`config.mk`:
```
export PLATFORM = sky130hd
export DESIGN_NAME = mdm_loopback_status
export DESIGN_NICKNAME = d
export VERILOG_FILES = /design/src/rtl/mdm_pkg.sv /design/src/rtl/mdm_ctrl_reg.sv /design/src/rtl/mdm_status_reg.sv /design/src/rtl/mdm_rx_gate.sv /design/src/rtl/mdm_loopback_status.sv
export SDC_FILE = /design/constraint.sdc
export NUM_CORES = 1
export LEC_CHECK = 0
export ABC_AREA = 1
export BUFFER_PORTS_ARGS = -buffer_cell sky130_fd_sc_hd__buf_2
export CORE_ASPECT_RATIO = 0.9
export CORE_MARGIN = 1
export CORE_UTILIZATION = 35
export DETAILED_ROUTE_END_ITERATION = 7
export PLACE_DENSITY = 0.72
export RECOVER_POWER = 25
export SLEW_MARGIN = 20
export SYNTH_ARGS = -nofsm -noshare
export SYNTH_HDL_FRONTEND = slang
export SYNTH_SLANG_ARGS = --single-unit
```
`constraint.sdc`:
```
create_clock -name clk -period 1.5 [get_ports clk]
set_clock_uncertainty 0.05 [all_clocks]
set_input_delay 0.3 -clock clk [delete_from_list [all_inputs] [get_ports clk]]
set_output_delay 0.3 -clock clk [all_outputs]
set_load 0.02 [all_outputs]
```
`src/rtl/mdm_pkg.sv`:
```
package mdm_pkg;

    localparam int REG_W  = 8;
    localparam int CTRL_W = 5;

    typedef struct packed {
        logic [REG_W-CTRL_W-1:0] rsvd;
        logic loop;
        logic out2;
        logic out1;
        logic rts;
        logic dtr;
    } ctrl_t;

    typedef struct packed {
        logic dcd;
        logic ri;
        logic dsr;
        logic cts;
    } live_t;

    typedef struct packed {
        logic ddcd;
        logic teri;
        logic ddsr;
        logic dcts;
    } delta_t;

    localparam live_t LIVE_IDLE = '{dcd: 1'b1, ri: 1'b0, dsr: 1'b1, cts: 1'b0};

    function automatic ctrl_t mask_ctrl(input logic [REG_W-1:0] raw);
        ctrl_t c;
        c      = ctrl_t'(raw);
        c.rsvd = '0;
        return c;
    endfunction

    function automatic live_t derive_live(input ctrl_t c);
        live_t l;
        if (c.loop) begin
            l.cts = c.rts;
            l.dsr = c.dtr;
            l.ri  = c.out1;
            l.dcd = c.out2;
        end else begin
            l = LIVE_IDLE;
        end
        return l;
    endfunction

    function automatic delta_t change_flags(input live_t prev, input live_t nxt);
        delta_t d;
        d.dcts = prev.cts ^ nxt.cts;
        d.ddsr = prev.dsr ^ nxt.dsr;
        d.ddcd = prev.dcd ^ nxt.dcd;
        d.teri = prev.ri & ~nxt.ri;
        return d;
    endfunction

endpackage

```
`src/rtl/mdm_ctrl_reg.sv`:
```
module mdm_ctrl_reg
    import mdm_pkg::*;
#(
    parameter logic [CTRL_W-1:0] RESET_CTRL = '0
) (
    input  logic             clk,
    input  logic             rst,
    input  logic             wr,
    input  logic [REG_W-1:0] wdata,
    output ctrl_t            nxt,
    output ctrl_t            q
);

    localparam ctrl_t RESET_VAL = ctrl_t'({{(REG_W-CTRL_W){1'b0}}, RESET_CTRL});

    always_comb nxt = mask_ctrl(wdata);

    always_ff @(posedge clk) begin
        if (rst)     q <= RESET_VAL;
        else if (wr) q <= nxt;
    end

    // stored value is the masked write data
    p_ctrl_store_r1: assert property (@(posedge clk) disable iff (rst)
        wr |=> (q == ctrl_t'({{(REG_W-CTRL_W){1'b0}}, $past(wdata[CTRL_W-1:0])})));

    // reserved bits never read as one
    p_ctrl_rsvd_r1: assert property (@(posedge clk) disable iff (rst)
        !wr |=> (q.rsvd == '0));

endmodule

```
`src/rtl/mdm_status_reg.sv`:
```
module mdm_status_reg
    import mdm_pkg::*;
#(
    parameter logic [CTRL_W-1:0] RESET_CTRL = '0
) (
    input  logic   clk,
    input  logic   rst,
    input  logic   ctl_wr,
    input  ctrl_t  ctl_nxt,
    input  logic   sts_rd,
    output live_t  live_q,
    output delta_t delta_q,
    output logic   pend
);

    localparam ctrl_t RESET_CTRL_VAL = ctrl_t'({{(REG_W-CTRL_W){1'b0}}, RESET_CTRL});
    localparam live_t RESET_LIVE     = derive_live(RESET_CTRL_VAL);

    live_t  live_new;
    delta_t delta_hit;
    delta_t delta_kept;
    delta_t delta_next;

    always_comb begin
        live_new   = derive_live(ctl_nxt);
        delta_hit  = ctl_wr ? change_flags(live_q, live_new) : '0;
        delta_kept = sts_rd ? '0 : delta_q;
        delta_next = delta_kept | delta_hit;
    end

    always_ff @(posedge clk) begin
        if (rst) begin
            live_q  <= RESET_LIVE;
            delta_q <= '0;
        end else begin
            if (ctl_wr) live_q <= live_new;
            delta_q <= delta_next;
        end
    end

    always_comb pend = |delta_q;

    // outside loopback the idle pattern is shown
    p_idle_live_r3: assert property (@(posedge clk) disable iff (rst)
        (ctl_wr && !ctl_nxt.loop) |=> (live_q == LIVE_IDLE));

    // rising or steady ring never raises the trailing-edge flag
    p_teri_fall_only_r5: assert property (@(posedge clk) disable iff (rst)
        (ctl_wr && !sts_rd && !live_q.ri && !delta_q.teri) |=> !delta_q.teri);

    // without a read, flags are sticky
    p_sticky_r6: assert property (@(posedge clk) disable iff (rst)
        !sts_rd |=> ((delta_q | $past(delta_q)) == delta_q));

    // a read with no write leaves no flag
    p_read_clear_r7: assert property (@(posedge clk) disable iff (rst)
        (sts_rd && !ctl_wr) |=> (delta_q == '0));

    // live nibble unchanged without a control write
    p_live_hold_r4: assert property (@(posedge clk) disable iff (rst)
        !ctl_wr |=> $stable(live_q));

endmodule

```
`src/rtl/mdm_rx_gate.sv`:
```
module mdm_rx_gate #(
    parameter int DATA_W = 8
) (
    input  logic              loop,
    input  logic              in_valid,
    input  logic [DATA_W-1:0] in_data,
    output logic              out_valid,
    output logic [DATA_W-1:0] out_data
);

    always_comb begin
        out_valid = in_valid & ~loop;
        out_data  = out_valid ? in_data : '0;
    end

    // nothing leaks through in loopback
    always_comb begin
        p_rx_drop_r8: assert (!(loop && out_valid));
    end

endmodule

```
`src/rtl/mdm_loopback_status.sv`:
```
module mdm_loopback_status
    import mdm_pkg::*;
#(
    parameter int                DATA_W     = 8,
    parameter logic [CTRL_W-1:0] RESET_CTRL = '0
) (
    input  logic              clk,
    input  logic              rst,
    input  logic              ctl_wr,
    input  logic              sts_wr,
    input  logic              sts_rd,
    input  logic [7:0]        wdata,
    input  logic              rx_valid_i,
    input  logic [DATA_W-1:0] rx_data_i,
    output logic [7:0]        ctl_q,
    output logic [7:0]        sts_q,
    output logic              loopback_o,
    output logic              delta_pend_o,
    output logic              rx_valid_o,
    output logic [DATA_W-1:0] rx_data_o
);

    ctrl_t  ctl_nxt;
    ctrl_t  ctl_reg;
    live_t  live;
    delta_t delta;

    mdm_ctrl_reg #(.RESET_CTRL(RESET_CTRL)) u_ctrl (
        .clk   (clk),
        .rst   (rst),
        .wr    (ctl_wr),
        .wdata (wdata),
        .nxt   (ctl_nxt),
        .q     (ctl_reg)
    );

    mdm_status_reg #(.RESET_CTRL(RESET_CTRL)) u_status (
        .clk     (clk),
        .rst     (rst),
        .ctl_wr  (ctl_wr),
        .ctl_nxt (ctl_nxt),
        .sts_rd  (sts_rd),
        .live_q  (live),
        .delta_q (delta),
        .pend    (delta_pend_o)
    );

    mdm_rx_gate #(.DATA_W(DATA_W)) u_rx_gate (
        .loop      (ctl_reg.loop),
        .in_valid  (rx_valid_i),
        .in_data   (rx_data_i),
        .out_valid (rx_valid_o),
        .out_data  (rx_data_o)
    );

    always_comb begin
        ctl_q      = ctl_reg;
        sts_q      = {live, delta};
        loopback_o = ctl_reg.loop;
    end

    // a status write alone alters nothing
    p_sts_wr_ignored_r9: assert property (@(posedge clk) disable iff (rst)
        (sts_wr && !ctl_wr && !sts_rd) |=> ($stable(sts_q) && $stable(ctl_q)));

    // loopback nibble follows control bits after the write
    p_loop_map_r2: assert property (@(posedge clk) disable iff (rst)
        (ctl_wr && wdata[4]) |=> (sts_q[7:4] == {$past(wdata[3]), $past(wdata[2]),
                                                 $past(wdata[0]), $past(wdata[1])}));

endmodule

```
After elaboration in Yosys (flattened, before gate mapping)
Index checks and enable logic that the tools add are counted.
{"block": "op_classes", "n_reduce_logical": 1, "mux": 4, "bitwise": 8}
{"operator": "$mux W4", "n": 3}
{"operator": "$mux W8", "n": 1}
{"operator": "$or A4 B4 Y4", "n": 1}
{"operator": "$reduce_or A4 Y1", "n": 1}
{"operator": "$xor A1 B1 Y1", "n": 3}
{"operator": "$and A1 B1 Y1", "n": 2}
{"operator": "$not A1 Y1", "n": 2}
{"block": "word_totals", "word_cells": 26, "output_inout_bits": 27, "in_bits": 22, "ff_bits": 13}

Longest topological paths before layout
Gate-level depths: netlist of the first run.
{"block": "depth", "word_depth": 5, "depth_mapped": 5, "depth_no_buf": 5}

Cells and area by module
From an unflattened synthesis of the first run, not the netlist that was laid out.
{"block": "unflattened", "cells_unflattened": 113, "hier_area_um2": 726.9}
{"module": "mdm_status_reg", "n_inst": 1, "area_per_inst_um2": 345.3, "cells_each": 49, "seq_area_each_um2": 160.2}
{"module": "mdm_ctrl_reg", "n_inst": 1, "area_per_inst_um2": 295.3, "cells_each": 44, "seq_area_each_um2": 100.1}
{"module": "mdm_rx_gate", "n_inst": 1, "area_per_inst_um2": 78.8, "cells_each": 19, "seq_area_each_um2": 0.0}
{"module": "mdm_loopback_status", "n_inst": 1, "area_per_inst_um2": 7.5, "cells_each": 1, "seq_area_each_um2": 0.0}

Worst setup path before layout of the first run
No wires, ideal clock.
{"block": "synth_timing", "path_kind": "reg-to-output", "startpoint": "reg u_ctrl.q[4] in the netlist's numbering", "endpoint": "out rx_data_o[0]", "t_required_ns": 1.150, "n_path_buf": 0, "path_stages_with_launch": 4, "slack_ns": 0.237, "arrival_time_ns": 0.913, "path_cell_list": "dfxtp_1 inv_1 nand2_1 nor2_1"}
{"block": "synth_via", "elab_chain_cells": 3}
{"item": "start, declared", "line_no": "mdm_ctrl_reg.sv:11", "text": "output ctrl_t q"}
{"item": "start signal, assigned", "line_no": "mdm_ctrl_reg.sv:20", "text": "else if (wr) q <= nxt;"}
{"item": "$not A1 Y1", "line_no": "mdm_rx_gate.sv:12", "text": "out_valid = in_valid & ~loop;"}
{"item": "$and A1 B1 Y1", "line_no": "mdm_rx_gate.sv:12"}
{"item": "$mux W8", "line_no": "mdm_rx_gate.sv:13", "text": "out_data = out_valid ? in_data : '0;"}
{"item": "end, declared", "line_no": "mdm_loopback_status.sv:20", "text": "output logic [DATA_W-1:0] rx_data_o"}
Every way passes these cells.

Final worst setup path of the first run
{"block": "layout_timing", "startpoint": "reg u_ctrl.q[4] in the netlist's numbering", "endpoint": "out rx_data_o[2]"}
Same word-level chain as after synthesis.

==> results summary, run 1 <==
The flow ran to the end, and the final reports show no timing, DRC or antenna violations. The area growth from synthesis to layout is 35.20%. The signal on the critical path passes through inv_2 > nand2_4 > nor2_1 > buf_2.

The region available for standard cell placement spans between 1500 and 2000 sq um. The final routed DRC violation total came out at 0. The flop and latch count out of synthesis came out at 13. The total negative slack is 0 ns. The leading cell type by number of instances after synthesis is inv_1. In the final design database the tool counted 156 nets. Clock tree synthesis found a total of 13 sinks. The achievable frequency is 732.8 MHz. The final-report setup violation count came out at 0. In this run the worst setup path terminates at rx_data_o[2]. The total congestion overflow is 0. The endpoint identified for the worst register-to-register timing path is u_status.delta_q[3]$_SDFF_PP0_. For this design, the slowest cell found on the critical path is dfxtp_1.

CTS placed an instance of clkbuf_4 at the clock tree root. From left edge to right edge, the die measures approximately 47 microns. The number of max-slew violations in the final report was 0. The synthesized area divided by synthesized cell count is ~6.7 sq um. Counting distinct cell types in the post-synthesis netlist gives 14.

The number of antenna violations at the first check in global routing came to 0. In this run the power density over the cells is around 940 nW/um^2. The delay contributed by the slowest stage of the critical path is between 0.3 and 0.4 ns. The routed via count divided by cell count came out at ~4.4. Counting instances in the post-synthesis netlist gives the leading cell types as 17 x inv_1, 15 x nand2_1, 13 x dfxtp_1, 13 x nor2_1, 10 x a21oi_1. The die covers slightly below 2000 sq um. The number of clock buffers inserted by TritonCTS came out at 3. The leakage power total is around 0.00050 uW. The number of endpoints with negative hold slack in the final report came out at 0. The I/O pin count came out at 49. The largest net degree at the start of global routing came out at 18. The worst endpoint required time is about 1.2 ns.

The first-pass GRT wire length came out at around 2200 microns. The post-route clock period utilization is between 90% and 100%. The number of buffers between clock root and the deepest sink is 2. The routability-driven placement congestion ratio is ~0.69.

In this run the vertical extent of the chip is roughly 42 microns. The number of cells traversed by the worst register-to-register path is 4. The met3 routing resource usage after global routing came out at under 10%. The layer flagged by global routing as most heavily used is met2. The count of buffers from port buffering is 41. The maximum fanout along the worst path is 9. The number of iterations in the first detailed-routing pass came out at 4. The launching element type of the critical path is a flop.

The worst slew margin relative to its limit came out at a little over 60%. VDD sags by at most roughly 0.6 mV. After clock tree synthesis, the clock-pin slew on the worst setup and hold paths is roughly 0.08 ns. Max-cap violations in this run came to 0. The clock latency on the worst-skew pair is 0.27 ns. The sequential-to-total area share from yosys stat is between 40% and 50%.

TritonCTS built the clock tree. The minimum setup slack after placement is about 0.3 ns. The leading area contributor after synthesis is dfxtp_1. The diode insertion count for antenna repair is 0. The least setup slack across all paths after layout came out at around 0.14 ns. In this run the cell area of the synthesized design comes to 625.6 sq um. The synthesized instance count came out at a little over 90. The half-perimeter wire length after placement came out at around 1100 microns. The shortest period the worst path allows is around 1.4 ns. The count of flip-flops with a built-in enable after synthesis is 0.

The critical path start-end classification is flop to output port. By area the synthesized netlist is led by dfxtp_1 42%, inv_1 10%, nand2_1 9.0%. The worst setup path is captured at an output port. The share of cells above drive strength 1 came out at around a third. After clock tree synthesis, the setup repair step added 0 buffers. The register-to-register path setup slack is roughly 0.7 ns.

CTS built an H-tree with a depth of 1. The worst register-to-register path begins at u_status.live_q[3]$_SDFFE_PP1P_. The violation count after the first detailed-routing iteration is 7. The met2 routing resource usage after global routing is a little over a quarter. Row generation in the floorplan step produced 14 rows. The overall fraction of global-route tracks in use is between 10% and 20%. In this run the worst hold path is classified as primary input to flop. The met1 track demand over resource came out at 17.43%. The average wire per standard cell is roughly 9 microns.

The critical path starts at u_ctrl.q[4]$_SDFFE_PP0P_. Setup repair after global routing left no endpoint under its margin. The aggregate routed wire length is roughly 1400 microns. The antenna violation net count after detailed routing came out at 0. The leading register cell type out of synthesis is dfxtp_1. The worst endpoint data arrival time is ~1.0 ns. The slew of the pin with the lowest slew margin is 0.5883 ns. The Yosys step of the flow raised 0 warnings. The effective utilization at floorplan came out at between 30% and 40%.

The via count came out at roughly 700. The via count of the first global-routing pass is slightly below 600. The top cell type's share of synthesized area is approximately two fifths.

The fraction of synthesis flops using an asynchronous set or reset pin came out at 0%.
## state kept, by name, summed over array words and instances, names as in the netlist
signal / count
u_ctrl.q: 5
u_status.delta_q: 4
u_status.live_q: 4
## layout by cell type (no fill, tap or decap), drive strengths merged
master / count
buf: 40
clkbuf: 5
conb: 3
nor2: 13
a21oi: 12
nand2: 15
dfxtp: 13
o21ai: 8
nand3: 6
inv: 18
## how the worst min path moves through the flow
stage          slack [ns]                         endpoint  depth (start not counted)                startpoint
3_3_place_gp         0.40         u_ctrl.q[1]$_SDFFE_PP0P_                          2  u_ctrl.q[1]$_SDFFE_PP0P_
6_report             0.23   u_status.delta_q[2]$_SDFF_PP0_                          2                       rst
2_1_floorplan        0.38  u_status.live_q[3]$_SDFFE_PP1P_                          2                    ctl_wr
4_1_cts              0.23   u_status.delta_q[2]$_SDFF_PP0_                          2                       rst
5_1_grt              0.24   u_status.delta_q[2]$_SDFF_PP0_                          2                       rst
3_5_place_dp         0.41         u_ctrl.q[1]$_SDFFE_PP0P_                          2  u_ctrl.q[1]$_SDFFE_PP0P_
## logic make-up (layout without fill, tap and decap cells)
kind of cell | Yosys count | count (layout) | share of synthesized area (%)
other cells | 1 | 3 | 0.5994
simple gates | 34 | 34 | 21.60
compound gates | 20 | 20 | 17.20
flops | 13 | 13 | 41.60
buf+inv | 25 | 63 | 19.00
## power breakdown
part	internal (uW)	switching, uW	total, uW
Combinational	66.9	128	194
Sequential	366	13.5	380
Clock	103	114	217
Total	536	255	791
## area by class of cell
class / instances / area [sq um]
clock buffers: 4 / 26.28
fillers: 173 / 835.8
inverters: 18 / 67.56
multi-input cells: 57 / 257.7
flip-flops and latches: 13 / 260.3
well taps: 24 / 30.03
repair buffers: 41 / 203.9
## timing repair
item                                    4_1_cts  5_1_grt
hold endpoints to repair                      0        0
hold buffers                                  0        0
endpoints found under the setup margin        1        9
resized for setup                             1        2
## metrics by stage
stage	util, %	cells	hold WS (ns)	power, uW	cell area, sq um
global route	50.30	157	0.2375	839.4	845.8
finish	50.30	157	0.2309	791.2	845.8
global placement	48.59	153	0.4047	578.0	817.0
floorplan	-	95	0.3764	520.3	633.1
detailed placement	48.59	153	0.4101	581.6	817.0
CTS	50.30	157	0.2251	800.3	845.8
## routing by layer
layer | share of wire, % | routed length, microns
met1 | 45 | 629
met2 | 47 | 651
met3 | 7.1 | 99
met4 | 0.72 | 10
met5 | 0 | 0
## worst max-delay path: cells and delay by family (launching register included)
kind,cells,cell delay [ns]
buffers and inverters,2,0.25
and+or+nand+nor,2,0.16
DFF,1,0.34
No activity file was read; power rests on OpenSTA's default activity.
==> run 2, diff against run 1 <==
Settings changed: ABC_AREA 1 to 0, PLACE_DENSITY 0.72 to 0.66.
==> run 2 against run 1 <==
The run now ends with setup timing left. Clock-buffer cell count stayed put. Flip-flop and latch count stayed put. Clock power hardly changed. Cell count is 11% lower. Combinational power is 10% higher. Register-to-register slack worse by 0.10 ns. Die area is 14% higher. Via count is 6.2% lower. Sequential power hardly changed. Global-route usage is 2.4 points lower. Largest power group unchanged. Highest routed layer unchanged.
==> results summary, run 2 <==
The commonest cells after synthesis are 13 x dfxtp_1, 8 x and2_1, 6 x nor2_1. The leakage power total is 0.0004868 uW (-3.5%). The number of antenna violations at the first check in global routing is 0 (unchanged). The antenna violation net count after detailed routing came out at 0 (unchanged). The final-report setup violation count was 1 (+1). The average wire per standard cell is 10.10 microns (+14%). The launching element type of the critical path is a flop. Yosys instantiated no cell more often than dfxtp_1.

The least setup slack across all paths after layout is -0.1244 ns (-0.2598 ns). The classification of the worst-slack hold path is primary input to flop. The worst endpoint required time was 1.15 ns (about the same). The count of cell types in the netlist is 26 (+12). The flop and latch count out of synthesis was 13 (unchanged). The flow ran to the end, but the final reports show violations. The first-pass GRT wire length came out at 2145 microns (-4.0%). The CTS clock-pin slew for the worst setup and hold paths is 0.08 ns (about the same).

The area after detailed placement came out at 890.9 sq um (+9.0%). The total negative slack came to -0.1244 ns (-0.1244 ns). In the post-synthesis netlist, the biggest area contributors are dfxtp_1 36%, and2_1 7.0%, mux2i_1 7.0%. The number of iterations in the first detailed-routing pass came out at 4 (unchanged). The number of endpoints with negative hold slack in the final report is 0 (unchanged).

In the layout the commonest cells are 40 x buf_2, 10 x dfxtp_1, 8 x and2_1. Setup repair after global routing could not meet its margin everywhere. The largest net degree at the start of global routing was 14 (-4). The I/O pin count is 49 (unchanged).

The vertical extent of the die came to 44.94 microns (+6.7%). The post-route clock period utilization is 108.3% (+17 points). The number of clock buffers inserted by TritonCTS was 3 (unchanged). TritonCTS built the clock tree. The total power density per cell area came out at 839.3 nW/um^2 (-10%). The effective utilization at floorplan came out at 37.45% (+0.25 points). The top cell type's share of synthesized area is 36.30% (-5.3 points). The number of core rows is 15 (+1). The total congestion overflow is 0 (unchanged).

The total number of yosys warnings came to 0 (unchanged). The total non-filler cell area in the finished layout came to 962.2 sq um (+14%). Leaving out fill and tap cells, the most frequent cell in the layout is buf_2. The count of buffers from port buffering came out at 41 (unchanged).

The number of max-cap violations came out at 0 (unchanged). The sequential-to-total area share from yosys stat came out at 36.30% (-5.3 points). The share of cells above drive strength 1 came out at 55.26% (+21 points). The clock latency on the worst-skew pair came out at 0.28 ns (about the same). The shortest period the worst path allows was 1.624 ns (+0.2598 ns).

From synthesis to final layout, the design area changed by 34.21%. The aggregate routed wire length is 1404 microns (+0.93%). The final reports fail on setup timing. The count of flip-flops with a built-in enable after synthesis is 0 (unchanged). The achievable frequency came out at 615.6 MHz (-16%). The worst endpoint data arrival time is 1.27 ns (+0.26 ns). The flip-flop count of the largest register after layout is 5 (unchanged).

The via count of the first global-routing pass came out at 531 (-10%). The area of the mapped netlist came out at 716.9 sq um (+15%). The fraction of synthesis flops using an asynchronous set or reset pin is 0% (unchanged). The maximum fanout along the worst path is 3 (-6). The die outline width is 49.71 microns (+6.7%). The biggest area contributor in the post-synthesis netlist is dfxtp_1.

The worst setup path is captured at an output port. The count of nets after finishing was 137 (-12%). The half-perimeter wire length after placement is 1061 microns (-2.3%).

CTS placed an instance of clkbuf_4 at the clock tree root. The clock sink total was 13 (unchanged). The diode insertion count for antenna repair came to 0 (unchanged). The number of buffers between clock root and the deepest sink came out at 2 (unchanged). The number of max-slew violations in the final report came out at 0 (unchanged).

The routability-driven placement congestion ratio is 0.6312 (-8.5%). The via count came out at 649 (-6.2%). The area of the die came out at 2233 sq um (+14%). The maximum ir drop on the vdd rail is 0.4490 mV (-24%).

The largest registers in the layout are u_ctrl.q: 5 flops, u_status.delta_q: 4 flops, u_status.live_q: 4 flops. The synthesized area divided by synthesized cell count is 9.957 sq um (+48%). The routed via count divided by cell count is 4.669 (+5.9%).

The leading register cell type out of synthesis is dfxtp_1. The overall fraction of global-route tracks in use is 13.27% (-2.4 points). The setup path with the least slack is of type flop to output port. The core area is 1914 sq um (+14%). The maximum level of the CTS H-tree is 1 (unchanged).

Counting flops per register, the top entry is u_ctrl.q. The final routed DRC violation total is 0 (unchanged). The synthesized instance count was 72 (-23%). The violation count after the first detailed-routing iteration is 5 (-2).
## run 2: cell types whose count changed in the layout (fill, tap and decap cells not counted), sizes merged, moves of 5 or more
| cell | delta |
|---|---|
| nor2 | -7 |
| and2 | +8 |
| o21ai | -8 |
| nand2 | -10 |
| inv | -17 |
| a21oi | -10 |
| mux2i | +5 |
## run 2: power by group
| part | switching, uW | leakage, uW | internal, uW |
|---|---|---|---|
| clock | 113 | 0.0000150 | 103 |
| sequential | 13.8 | 0.000108 | 364 |
| combinational | 120 | 0.000364 | 94.0 |
| total | 246 | 0.000487 | 561 |
## run 2: per-stage QoR
step | hold slack [ns] | std cells | util (%) | setup WS [ns] | total power, uW
floorplan | 0.3156 | 74 | - | 0.03802 | 533.2
finish | 0.2313 | 139 | 50.26 | -0.1244 | 807.6
detailed placement | 0.4319 | 132 | 46.54 | 0.06749 | 584.6
global route | 0.2492 | 139 | 50.26 | -0.1646 | 860.8
global placement | 0.4195 | 132 | 46.54 | 0.1312 | 580.9
CTS | 0.2193 | 137 | 49.28 | -0.1373 | 821.6
## run 2: area by class of cell
type                    count  area, sq um
fillers                   193        952.2
multi-input cells          52        402.9
flip-flops and latches     13        264.0
repair buffers             44        234.0
well taps                  25        31.28
clock buffers               4        26.28
inverters                   1        3.754
## run 2: layer usage
layer	track usage [%]	up-vias	part of all wire, %
met4	10.29	0	2.1
met2	22.16	26	49
li1	-	327	-
met1	14.34	292	44
met5	0	-	0
met3	4.040	4	4.4
## run 2: final timing paths
path | depth (start not counted) | endpoint | slack [ns] | start
hold reg to reg | 2 | u_ctrl.q[1]$_SDFFE_PP0P_ | 0.45 | u_ctrl.q[1]$_SDFFE_PP0P_
hold / removal | 3 | u_ctrl.q[0]$_SDFFE_PP0P_ | 0.23 | wdata[0]
setup reg to reg | 2 | u_status.live_q[3]$_SDFFE_PP1P_ | 0.58 | u_status.live_q[3]$_SDFFE_PP1P_
setup / recovery | 2 | delta_pend_o | -0.12 | u_status.delta_q[2]$_SDFF_PP0_
## run 2: repair_timing
action,4_1_cts,5_1_grt
endpoints found under the setup margin,10,9
cloned,0,1
resized for setup,6,2
buffers inserted,1,1
endpoints found under the hold margin,0,0
hold buffers,0,0
pin swaps,1,1
## run 2: kinds of logic (layout without fill, tap and decap cells)
group	Yosys count	after routing	share of synthesized area, %
simple gates	35	36	33.34
compound gates	8	8	11.52
mux	5	5	6.981
flops	13	13	36.30
buf+inv	10	49	11.34
other cells	1	3	0.5231
## run 2: critical path, stage by stage (launching register included)
cell     delay (ns)
dfxtp_2        0.33
or4_4          0.52
buf_6          0.14
